$ cat src/rtl/vlane_pkg.sv
package vlane_pkg;

    typedef enum logic [2:0] {
        OP_ADD   = 3'd0,
        OP_SUB   = 3'd1,
        OP_MUL   = 3'd2,
        OP_CPYA  = 3'd3,
        OP_CPYB  = 3'd4,
        OP_CMPGE = 3'd5,
        OP_CMPNZ = 3'd6,
        OP_MNOT  = 3'd7
    } vop_e;

    typedef struct packed {
        logic fire;   // a work cycle is being spent
        logic act;    // this cycle writes an element
        logic last;   // this cycle completes the command
    } issue_t;

    function automatic logic is_mask_op(vop_e op);
        return (op == OP_CMPGE) || (op == OP_CMPNZ) || (op == OP_MNOT);
    endfunction

endpackage

$ cat src/rtl/vlane_elem_alu.sv
module vlane_elem_alu
    import vlane_pkg::*;
#(
    parameter int EW = 8
) (
    input  vop_e          op_i,
    input  logic [EW-1:0] a_i,
    input  logic [EW-1:0] b_i,
    output logic [EW-1:0] res_o
);
    always_comb begin
        unique case (op_i)
            OP_ADD:  res_o = a_i + b_i;
            OP_SUB:  res_o = a_i - b_i;
            OP_MUL:  res_o = EW'(a_i * b_i);
            OP_CPYA: res_o = a_i;
            OP_CPYB: res_o = b_i;
            default: res_o = a_i;
        endcase
    end
endmodule

$ cat src/rtl/vlane_mask_unit.sv
module vlane_mask_unit
    import vlane_pkg::*;
#(
    parameter int NELEM = 8,
    parameter int EW    = 8,
    parameter int VLW   = 4
) (
    input  logic                clk,
    input  logic                rst,
    input  logic                wr_i,
    input  vop_e                op_i,
    input  logic [VLW-1:0]      vlen_i,
    input  logic [NELEM*EW-1:0] a_vec_i,
    input  logic [NELEM*EW-1:0] b_vec_i,
    output logic [NELEM-1:0]    mask_o
);
    logic [NELEM-1:0] mask_q;
    logic [NELEM-1:0] mask_d;

    for (genvar g = 0; g < NELEM; g++) begin : g_bit
        logic [EW-1:0] ea;
        logic [EW-1:0] eb;
        logic          inlen;
        logic          ge;
        logic          nz;
        assign ea    = a_vec_i[g*EW +: EW];
        assign eb    = b_vec_i[g*EW +: EW];
        assign inlen = (vlen_i > VLW'(g));
        assign ge    = ($signed(ea) >= $signed(eb));
        assign nz    = |ea;
        always_comb begin
            unique case (op_i)
                OP_CMPGE: mask_d[g] = inlen & ge;
                OP_CMPNZ: mask_d[g] = inlen & nz;
                OP_MNOT:  mask_d[g] = inlen ? ~mask_q[g] : mask_q[g];
                default:  mask_d[g] = mask_q[g];
            endcase
        end
    end

    always_ff @(posedge clk) begin
        if (rst)       mask_q <= '0;
        else if (wr_i) mask_q <= mask_d;
    end

    assign mask_o = mask_q;
endmodule

$ cat src/rtl/vlane_sched.sv
module vlane_sched
    import vlane_pkg::*;
#(
    parameter int NELEM = 8,
    parameter int VLW   = 4,
    parameter int IW    = 3
) (
    input  logic             clk,
    input  logic             rst,
    input  logic             accept_i,
    input  logic             dense_i,
    input  logic             single_i,
    input  logic [VLW-1:0]   vlen_i,
    input  logic [NELEM-1:0] mask_i,
    output logic             busy_o,
    output logic [VLW-1:0]   vlen_o,
    output logic [IW-1:0]    idx_o,
    output issue_t           issue_o
);
    logic             busy_q;
    logic             dense_q;
    logic             single_q;
    logic [VLW-1:0]   vlen_q;
    logic [IW-1:0]    cnt_q;
    logic [NELEM-1:0] pend_q;
    logic [NELEM-1:0] lm_in;
    logic [NELEM-1:0] clr;
    logic [NELEM-1:0] pend_nx;
    logic [IW-1:0]    pick;
    logic             found;
    logic             sweep_act;
    logic             last;

    for (genvar g = 0; g < NELEM; g++) begin : g_lm
        assign lm_in[g] = (vlen_i > VLW'(g));
    end

    // lowest remaining active element
    always_comb begin
        pick = '0;
        for (int i = NELEM - 1; i >= 0; i--) begin
            if (pend_q[i]) pick = IW'(i);
        end
        found = |pend_q;
    end

    always_comb begin
        clr       = '0;
        clr[pick] = 1'b1;
    end

    assign pend_nx   = pend_q & ~clr;
    assign sweep_act = mask_i[cnt_q] && (VLW'(cnt_q) < vlen_q);

    always_comb begin
        if (single_q)     last = 1'b1;
        else if (dense_q) last = (pend_nx == '0);
        else              last = (vlen_q == '0) || (VLW'(cnt_q) == vlen_q - VLW'(1));
    end

    always_ff @(posedge clk) begin
        if (rst) begin
            busy_q   <= 1'b0;
            dense_q  <= 1'b0;
            single_q <= 1'b0;
            vlen_q   <= '0;
            cnt_q    <= '0;
            pend_q   <= '0;
        end else if (accept_i) begin
            busy_q   <= 1'b1;
            dense_q  <= dense_i;
            single_q <= single_i;
            vlen_q   <= vlen_i;
            cnt_q    <= '0;
            pend_q   <= mask_i & lm_in;
        end else if (busy_q) begin
            if (last) busy_q <= 1'b0;
            cnt_q  <= cnt_q + IW'(1);
            pend_q <= pend_nx;
        end
    end

    assign busy_o       = busy_q;
    assign vlen_o       = vlen_q;
    assign idx_o        = dense_q ? pick : cnt_q;
    assign issue_o.fire = busy_q;
    assign issue_o.act  = busy_q && !single_q && (dense_q ? found : sweep_act);
    assign issue_o.last = busy_q && last;
endmodule

$ cat src/rtl/vlane_dst_reg.sv
module vlane_dst_reg #(
    parameter int NELEM = 8,
    parameter int EW    = 8,
    parameter int IW    = 3
) (
    input  logic                clk,
    input  logic                rst,
    input  logic                we_i,
    input  logic [IW-1:0]       idx_i,
    input  logic [EW-1:0]       data_i,
    output logic [NELEM-1:0]    we_vec_o,
    output logic [NELEM*EW-1:0] dst_o
);
    for (genvar g = 0; g < NELEM; g++) begin : g_el
        logic [EW-1:0] el_q;
        assign we_vec_o[g] = we_i && (idx_i == IW'(g));
        always_ff @(posedge clk) begin
            if (rst)              el_q <= '0;
            else if (we_vec_o[g]) el_q <= data_i;
        end
        assign dst_o[g*EW +: EW] = el_q;
    end
endmodule

$ cat src/rtl/vlane_masked_exec.sv
module vlane_masked_exec
    import vlane_pkg::*;
#(
    parameter int NELEM = 8,
    parameter int EW    = 8,
    parameter int VLW   = $clog2(NELEM + 1)
) (
    input  logic                clk,
    input  logic                rst,
    input  logic                start_i,
    input  logic [2:0]          op_i,
    input  logic                dense_i,
    input  logic [VLW-1:0]      vlen_i,
    input  logic [NELEM*EW-1:0] a_vec_i,
    input  logic [NELEM*EW-1:0] b_vec_i,
    output logic                busy_o,
    output logic                done_o,
    output logic [NELEM-1:0]    mask_o,
    output logic [NELEM*EW-1:0] dst_vec_o
);
    localparam int IW = (NELEM > 1) ? $clog2(NELEM) : 1;

    logic           busy_w;
    logic           accept;
    logic [VLW-1:0] vlen_c;
    logic [VLW-1:0] vlen_run;
    logic [IW-1:0]  idx;
    issue_t         issue;
    vop_e           op_q;
    logic           done_q;
    logic [EW-1:0]  res;
    logic [NELEM-1:0] elem_we;
    logic [NELEM-1:0] mask_w;

    assign accept = start_i && !busy_w;
    assign vlen_c = (vlen_i > VLW'(NELEM)) ? VLW'(NELEM) : vlen_i;

    always_ff @(posedge clk) begin
        if (rst) begin
            op_q   <= OP_ADD;
            done_q <= 1'b0;
        end else begin
            if (accept) op_q <= vop_e'(op_i);
            done_q <= issue.last;
        end
    end

    vlane_sched #(.NELEM(NELEM), .VLW(VLW), .IW(IW)) u_sched (
        .clk      (clk),
        .rst      (rst),
        .accept_i (accept),
        .dense_i  (dense_i),
        .single_i (is_mask_op(vop_e'(op_i))),
        .vlen_i   (vlen_c),
        .mask_i   (mask_w),
        .busy_o   (busy_w),
        .vlen_o   (vlen_run),
        .idx_o    (idx),
        .issue_o  (issue)
    );

    vlane_mask_unit #(.NELEM(NELEM), .EW(EW), .VLW(VLW)) u_mask (
        .clk     (clk),
        .rst     (rst),
        .wr_i    (issue.fire && is_mask_op(op_q)),
        .op_i    (op_q),
        .vlen_i  (vlen_run),
        .a_vec_i (a_vec_i),
        .b_vec_i (b_vec_i),
        .mask_o  (mask_w)
    );

    vlane_elem_alu #(.EW(EW)) u_alu (
        .op_i  (op_q),
        .a_i   (a_vec_i[idx*EW +: EW]),
        .b_i   (b_vec_i[idx*EW +: EW]),
        .res_o (res)
    );

    vlane_dst_reg #(.NELEM(NELEM), .EW(EW), .IW(IW)) u_dst (
        .clk      (clk),
        .rst      (rst),
        .we_i     (issue.act),
        .idx_i    (idx),
        .data_i   (res),
        .we_vec_o (elem_we),
        .dst_o    (dst_vec_o)
    );

    assign busy_o = busy_w;
    assign done_o = done_q;
    assign mask_o = mask_w;
endmodule

$ cat config.mk
export PLATFORM = sky130hd
export DESIGN_NAME = vlane_masked_exec
export DESIGN_NICKNAME = d
export VERILOG_FILES = /design/src/rtl/vlane_pkg.sv /design/src/rtl/vlane_elem_alu.sv /design/src/rtl/vlane_mask_unit.sv /design/src/rtl/vlane_sched.sv /design/src/rtl/vlane_dst_reg.sv /design/src/rtl/vlane_masked_exec.sv
export SDC_FILE = /design/constraint.sdc
export NUM_CORES = 1
export LEC_CHECK = 0
export ABC_AREA = 1
export BUFFER_PORTS_ARGS = -buffer_cell sky130_fd_sc_hd__buf_2
export CELL_PAD_IN_SITES_DETAIL_PLACEMENT = 1
export CELL_PAD_IN_SITES_GLOBAL_PLACEMENT = 1
export CORE_ASPECT_RATIO = 1.25
export CORE_MARGIN = 2
export CORE_UTILIZATION = 30
export DETAILED_ROUTE_END_ITERATION = 10
export PLACE_DENSITY = 0.72
export SETUP_SLACK_MARGIN = 0.2
export SYNTH_ARGS = -nofsm -noshare
export SYNTH_HDL_FRONTEND = slang
export SYNTH_SLANG_ARGS = --single-unit
$ cat constraint.sdc
create_clock -name clk -period 11.5 [get_ports clk]
set_clock_uncertainty 0.05 [all_clocks]
set_input_delay 2.3 -clock clk [delete_from_list [all_inputs] [get_ports clk]]
set_output_delay 2.3 -clock clk [all_outputs]
set_load 0.005 [all_outputs]
==> summary.md, run 1 <==
| Metric | Value |
|---|---|
| Number of distinct library cell variants in the gate-level netlist after synthesis | `48` |
| Buffer cell driving the clock tree root | `clkbuf_16` |
| Vias post-DR | `9944` |
| Worst Hold Path Cells | `2` |
| Final Power | `1.44 mW` |
| CTS tree | `done` |
| Initial detailed-routing violation count | `586` |
| Startpoint class of the critical path | `register` |
| Max Cap Violations | `0` |
| Worst reg2reg setup slack | `4280 ps` |
| Global-route wire length before repair | `55900 um` |
| Chip Width | `157 um` |
| Count of hold-fix buffers inserted at cts | `0` |
| Longest individual stage delay on the worst path | `1000 ps` |
| Peak ir drop on the vdd network | `81.2 uV` |
| Sequential share of the synthesized area | `21.4%` |
| Mean routed wirelength per cell | `18.8 um` |
| Biggest area contributors in the synthesized netlist | `dfxtp_1 (21%), ha_1 (14%), nand2_1 (10%), inv_1 (8.8%), o21ai_0 (6.8%)` |
| CP Max Fanout | `51` |
| Post-detailed-routing wire length | `36100 um` |
| Port-buffer cells | `212` |
| Number of global-route vias before repair | `10400` |
| Fraction of final layout cells with drive strength greater than 1 | `18.3%` |
| Nets@finish | `1770` |
| Count of flip-flops with a built-in enable after synthesis | `0` |
| Overflow left after global routing | `0` |
| First-pass detailed-route iteration total | `5` |
| Start of the worst register-to-register path | `u_sched.dense_q` |
| Count of mapped cells out of synthesis | `1336` |
| Worst setup EP type | `register` |
| Worst-case headroom to the max-slew limit | `16.9%` |
| Number of antenna violations at the first check in global routing | `0` |
| RR Endpoint | `u_dst.g_el[6].el_q[7]` |
| Time the final worst path needs with I/O delays and setup | `7220 ps` |
| TritonCTS sink count | `94` |
| Die boundary height | `195 um` |
| Filler cell count in the final layout | `3866` |
| Start point of the worst hold path | `u_sched.vlen_o[1]` |
| Post-CTS setup buffers | `0` |
| Dominant cell type by count on the critical path | `nand2_1` |
| Area share of the largest cell type after synthesis | `21.4%` |
| Global routing usage summed across all routing layers | `23.5%` |
| Arrival time of data at the critical path endpoint | `7430 ps` |
| Unrepaired setup endpoints after global routing | `false` |
| Number of endpoints failing setup at the final stage | `0` |
| Least-Margin Pin Slew | `1240 ps` |
| Power density over the cells | `137 nW/um2` |
| Diodes inserted | `0` |
| Max Root-Sink Buffers | `2` |
| Area of the die | `30700 um2` |
| Run status | `completed` |
| Growth of design area from synthesis to finish | `19.3%` |
| Most area-hungry cell type in the Yosys netlist | `dfxtp_1` |
| CTS HTree Levels | `3` |
| Summed negative setup slack over all endpoints | `0 ps` |
| Pins over their slew limit | `0` |
| Number of hold violations in the final report | `0` |
| Synth Warn # | `0` |
| Detail Placement HPWL | `28800 um` |
| Number of nets in the synthesized netlist | `1585` |
| Clock insertion delay at the later pin of the skew report | `350 ps` |
| Top FF cell, synth | `dfxtp_1` |
| Sum of buffers and inverters on the critical path | `8` |
| Critical path data required time | `11710 ps` |
| Dominant delay contributor by cell family on the critical path | `simple AND/OR/NAND/NOR gates` |
| Std-Cell Core Area | `29100 um2` |
| Count of nets left with antenna violations after detail routing | `0` |
| Number of cell instances on the worst register-to-register path | `31` |
| Clk pin slew, worst setup/hold paths | `70 ps` |
| Largest net degree at the start of global routing | `59` |
| DRC violation count after routing | `0` |
| Leakage power | `5.54 nW` |
| Async S/R FF share, synth | `0%` |
| Worst hold path class | `reg2reg` |
| Number of register bits inferred by synthesis | `94` |
| Initial standard-cell utilization of the core | `30.2%` |
| Slowest library cell on the worst path | `nor2_1` |
| Via/cell ratio | `5.17` |
| Num ports | `213` |
| Number of buffers added by the clock tree synthesis step | `9` |
| Resize count post-CTS | `0` |
| Setup CP Type | `reg2reg` |
| Post-synthesis instance area | `8780 um2` |
| Post-route fraction of the period consumed by the critical path | `62.8%` |
| Cell row count | `70` |
| Placer's final routability congestion estimate | `0.914` |
| Mapped Avg Cell Area | `6.57 um2` |
| Hold worst-path end | `u_sched.vlen_o[1]` |
| Maximum achievable frequency | `139 MHz` |
## worst max-delay path by stage
| stage | endpoint | slack (ps) | cells past startpoint | start |
|---|---|---|---|---|
| 2_1_floorplan | u_dst.g_el[2].el_q[7] | 5220 | 29 | b_vec_i[3] |
| 3_3_place_gp | u_dst.g_el[6].el_q[7] | 4430 | 31 | u_sched.dense_q |
| 3_5_place_dp | u_dst.g_el[4].el_q[7] | 4330 | 31 | u_sched.dense_q |
| 4_1_cts | u_dst.g_el[6].el_q[7] | 4300 | 31 | u_sched.dense_q |
| 5_1_grt | u_dst.g_el[2].el_q[7] | 3670 | 32 | u_sched.dense_q |
| 6_report | u_dst.g_el[6].el_q[7] | 4280 | 31 | u_sched.dense_q |
## per-stage QoR
stage,hold slack [ps],cells,area [um2],util (%),setup slack (ps)
floorplan,399,1336,8780,-,5220
global placement,428,1906,10200,35.0,4430
detailed placement,436,1906,10200,35.0,4330
CTS,454,1922,10500,36.0,4300
global route,498,1922,10500,36.0,3670
finish,442,1922,10500,36.0,4280
## state kept, by name, summed over array words and instances (netlist names)
name              count
u_dst.g_el.el_q      64
u_sched.busy_o        1
u_sched.cnt_q         3
op_q                  3
u_mask.mask_o         8
u_sched.single_q      1
u_sched.vlen_o        4
u_sched.dense_q       1
done_o                1
u_sched.pend_q        8
## cell families after synthesis
family	count (synthesis)	share of synthesized area [%]
AOI/OAI and AO/OA	309	20.9
adders and majority gates	110	16.8
DFF	94	21.4
xor gates and xnor gates	14	1.40
buffers and inverters	263	12.0
and+or+nand+nor	546	27.5
## final cells by class
class / count / area (um2) / area share (%)
inverters: 214 / 803 / 7.66
clock inverters: 7 / 82.6 / 0.788
multi-input cells: 979 / 5850 / 55.8
well taps: 396 / 495 / 4.73
clock buffers: 9 / 225 / 2.15
flip-flops and latches: 94 / 1880 / 18.0
repair buffers: 223 / 1140 / 10.9
## Yosys cell counts (3+ instances only)
master and n:
buf_1 4, nand4_1 29, o41ai_1 3, o21ai_1 5, nand3b_1 3, nor4_1 16
a21boi_0 13, o21ai_0 120, inv_2 8, nand3_1 100, buf_2 14, xor2_1 10
buf_4 5, nand2_2 9, nor3_1 8, o21a_1 28, a221oi_1 13, fa_1 13
ha_1 97, nor2_4 5, a31oi_1 11, a21oi_1 89, dfxtp_1 94, nor2_2 7
xnor2_1 4, buf_6 4, clkbuf_1 22, a21o_1 3, nor2_1 124, inv_1 205
o211ai_1 7, nand2_1 240
## cells in the final DEF, fill, tap and decap left out, drive strengths merged, types with 11 or more instances in the layout
cell / count
nand4: 29
inv: 215
a31oi: 11
a21boi: 13
a221oi: 15
ha: 97
nor4: 16
o21a: 28
o21ai: 128
a21oi: 89
fa: 13
buf: 223
dfxtp: 94
nor2: 136
nand3: 103
nand2: 249
## report_power, final
part	internal (mW)	switching, mW	total, mW
Combinational	0.267	0.516	0.783
Sequential	0.332	0.00686	0.339
Clock	0.172	0.144	0.316
## worst min-delay path: cells and delay by family (launching register included)
kind | cells | cell delay, ps
DFF | 1 | 350
and+or+nand+nor | 1 | 60
AOI/OAI and AO/OA | 1 | 50
## layer usage
metal / vias to the layer above / global-route usage, % / share of wire, %
met5: - / 0 / 0
met4: 0 / 9.97 / 4.0
met3: 76 / 3.28 / 4.9
met2: 283 / 41.7 / 49
met1: 4763 / 28.1 / 42
li1: 4822 / - / -
Power figures use the tool's default switching activity.
==> inputs of run 2 (changes only) <==
clock period = 7.2 ns   (was 11.5 ns; I/O delays follow)
==> run 2 against run 1 <==
Against the previous run: combinational power grew 62%; critical path depth grew 6; routed wire length grew 0.35%; final cell count grew 0.31%; total power grew 58%; register-to-register slack lost 3400 ps; sequential share of layout area is essentially flat; die area is the same; largest cell class unchanged.
==> summary.md, run 2 (synthesis gave the netlist of run 1 again) <==
| Metric | Value |
|---|---|
| Run status | `completed` |
| Critical path data required time | `7400 ps (-4310 ps)` |
| Count of hold-fix buffers inserted at cts | `0 (unchanged)` |
| Initial standard-cell utilization of the core | `30.2% (unchanged)` |
| Nets@finish | `1776 (+0.34%)` |
| Dominant delay contributor by cell family on the critical path | `simple AND/OR/NAND/NOR gates` |
| Peak-usage layer in the global routing report | `met2` |
| Setup CP Type | `reg2reg` |
| Summed negative setup slack over all endpoints | `0 ps (unchanged)` |
| Buffer cell driving the clock tree root | `clkbuf_16` |
| Post-route fraction of the period consumed by the critical path | `88.3% (+26 points)` |
| Startpoint class of the critical path | `register` |
| Combined area of the multi-input logic cells | `5850 um2 (about the same)` |
| Placer's final routability congestion estimate | `0.947 (+3.6%)` |
| Power density over the cells | `217 nW/um2 (+58%)` |
| Detail Placement HPWL | `29400 um (+2.1%)` |
| Die boundary height | `195 um (unchanged)` |
| Cell row count | `70 (unchanged)` |
| First-pass detailed-route iteration total | `5 (unchanged)` |
| Overflow left after global routing | `0 (unchanged)` |
| Post-detailed-routing wire length | `36200 um (+0.35%)` |
| Worst-case headroom to the max-slew limit | `30.0% (+13 points)` |
| Time the final worst path needs with I/O delays and setup | `6360 ps (-859 ps)` |
| Arrival time of data at the critical path endpoint | `6560 ps (-870 ps)` |
| Worst setup EP type | `register` |
| Number of antenna violations at the first check in global routing | `0 (unchanged)` |
| Area of the die | `30700 um2 (unchanged)` |
| Pins over their slew limit | `0 (unchanged)` |
| Register with the highest flop count | `u_dst.g_el.el_q` |
| Initial detailed-routing violation count | `491 (-16%)` |
| Slowest library cell on the worst path | `nor2_1` |
| Met1 Use GR | `27.7% (-0.42 points)` |
| Num ports | `213 (unchanged)` |
| Max Cap Violations | `0 (unchanged)` |
| Largest net degree at the start of global routing | `67 (+14%)` |
| Maximum achievable frequency | `157 MHz (+14%)` |
| Number of cell instances on the worst register-to-register path | `37 (+19%)` |
| Port-buffer cells | `212 (unchanged)` |
| Global-route wire length before repair | `55700 um (-0.48%)` |
| Sum of buffers and inverters on the critical path | `7 (-1)` |
| Mean routed wirelength per cell | `18.8 um (about the same)` |
| Leakage power | `5.55 nW (+0.25%)` |
| Growth of design area from synthesis to finish | `19.6%` |
| Fraction of final layout cells with drive strength greater than 1 | `18.7% (+0.39 points)` |
| CTS HTree Levels | `3 (unchanged)` |
| TritonCTS sink count | `94 (unchanged)` |
| Number of global-route vias before repair | `10300 (-0.65%)` |
| Resize count post-CTS | `0 (unchanged)` |
| Peak ir drop on the vdd network | `125 uV (+54%)` |
| Number of hold violations in the final report | `0 (unchanged)` |
| Clk pin slew, worst setup/hold paths | `70 ps (about the same)` |
| Worst Hold Path Cells | `2 (unchanged)` |
| Number of buffers added by the clock tree synthesis step | `9 (unchanged)` |
| Longest individual stage delay on the worst path | `750 ps (-250 ps)` |
| Via/cell ratio | `5.16 (-0.20%)` |
| Most frequent cells in the layout | `nand2_1 (240), buf_2 (212), inv_1 (205)` |
| Most common cell after layout, fill and taps aside | `nand2_1` |
| Unrepaired setup endpoints after global routing | `false` |
| Least-Margin Pin Slew | `1050 ps (-192 ps)` |
| DRC violation count after routing | `0 (unchanged)` |
| Global routing usage summed across all routing layers | `23.4% (-0.14 points)` |
| Dominant cell type by count on the critical path | `nand2_1` |
| Number of endpoints failing setup at the final stage | `0 (unchanged)` |
| Total number of cells along the worst setup path | `37 (+19%)` |
| CP Max Fanout | `30 (-41%)` |
| Count of nets left with antenna violations after detail routing | `0 (unchanged)` |
| CTS tree | `done` |
| WHS | `467 ps (+25.8 ps)` |
| GR Layer Usage met3 | `2.95% (-0.33 points)` |
| Vias post-DR | `9955 (+0.11%)` |
| Worst hold path class | `reg2reg` |
| Number of flip-flops under the largest register name | `64 (unchanged)` |
| Clock insertion delay at the later pin of the skew report | `350 ps (about the same)` |
| Sequential cell area | `1880 um2 (unchanged)` |
| Post-CTS setup buffers | `0 (unchanged)` |
| Chip Width | `157 um (unchanged)` |
| Diodes inserted | `0 (unchanged)` |
| Std-Cell Core Area | `29100 um2 (unchanged)` |
| Max Root-Sink Buffers | `2 (unchanged)` |
| Filler cell count in the final layout | `3889 (+0.59%)` |
| Met2 demand-to-capacity share in global routing | `40.8% (-0.91 points)` |
run 2: tightest hold or removal path, cell delays in order (launching register included):
cell and delay [ps]:
dfxtp_1 340, nand2_1 60, o21ai_0 70
run 2: layout make-up:
type / count / area share (%)
clock buffer: 9 / 2.14
clock inverter: 7 / 0.607
inverter: 214 / 7.64
multi-input combinational: 979 / 55.7
sequential: 94 / 17.9
tap: 396 / 4.71
timing repair buffer: 229 / 11.3
run 2: worst paths after layout:
path / from / to / slack (ps)
worst max-delay path: u_sched.pend_q[6] / u_dst.g_el[1].el_q[7] / 840
worst min-delay path: u_sched.single_q / u_sched.single_q / 470
worst max register to register: u_sched.pend_q[6] / u_dst.g_el[1].el_q[7] / 840
worst min register to register: u_sched.single_q / u_sched.single_q / 470
run 2: stage by stage:
| step | worst slack, ps | power, mW | area [um2] | util [%] | std cells |
|---|---|---|---|---|---|
| 6_report | 839 | 2.28 | 10500 | 36.1 | 1928 |
| 5_1_grt | 221 | 2.48 | 10500 | 36.1 | 1928 |
| 2_1_floorplan | 1780 | 1.38 | 8780 | - | 1336 |
| 4_1_cts | 785 | 2.29 | 10500 | 36.1 | 1928 |
| 3_3_place_gp | 1070 | 1.79 | 10200 | 35.1 | 1912 |
| 3_5_place_dp | 855 | 1.82 | 10200 | 35.1 | 1912 |
run 2: power breakdown:
group          internal, mW  total (mW)  switching [mW]
clock network         0.242       0.472           0.230
logic                 0.439        1.27           0.826
registers             0.530       0.541          0.0110
run 2: per-layer routing:
| metal | vias up | part of all wire (%) |
|---|---|---|
| li1 | 4832 | - |
| met1 | 4727 | 42 |
| met2 | 304 | 48 |
| met3 | 92 | 4.9 |
| met4 | 0 | 5.3 |
| met5 | - | 0 |
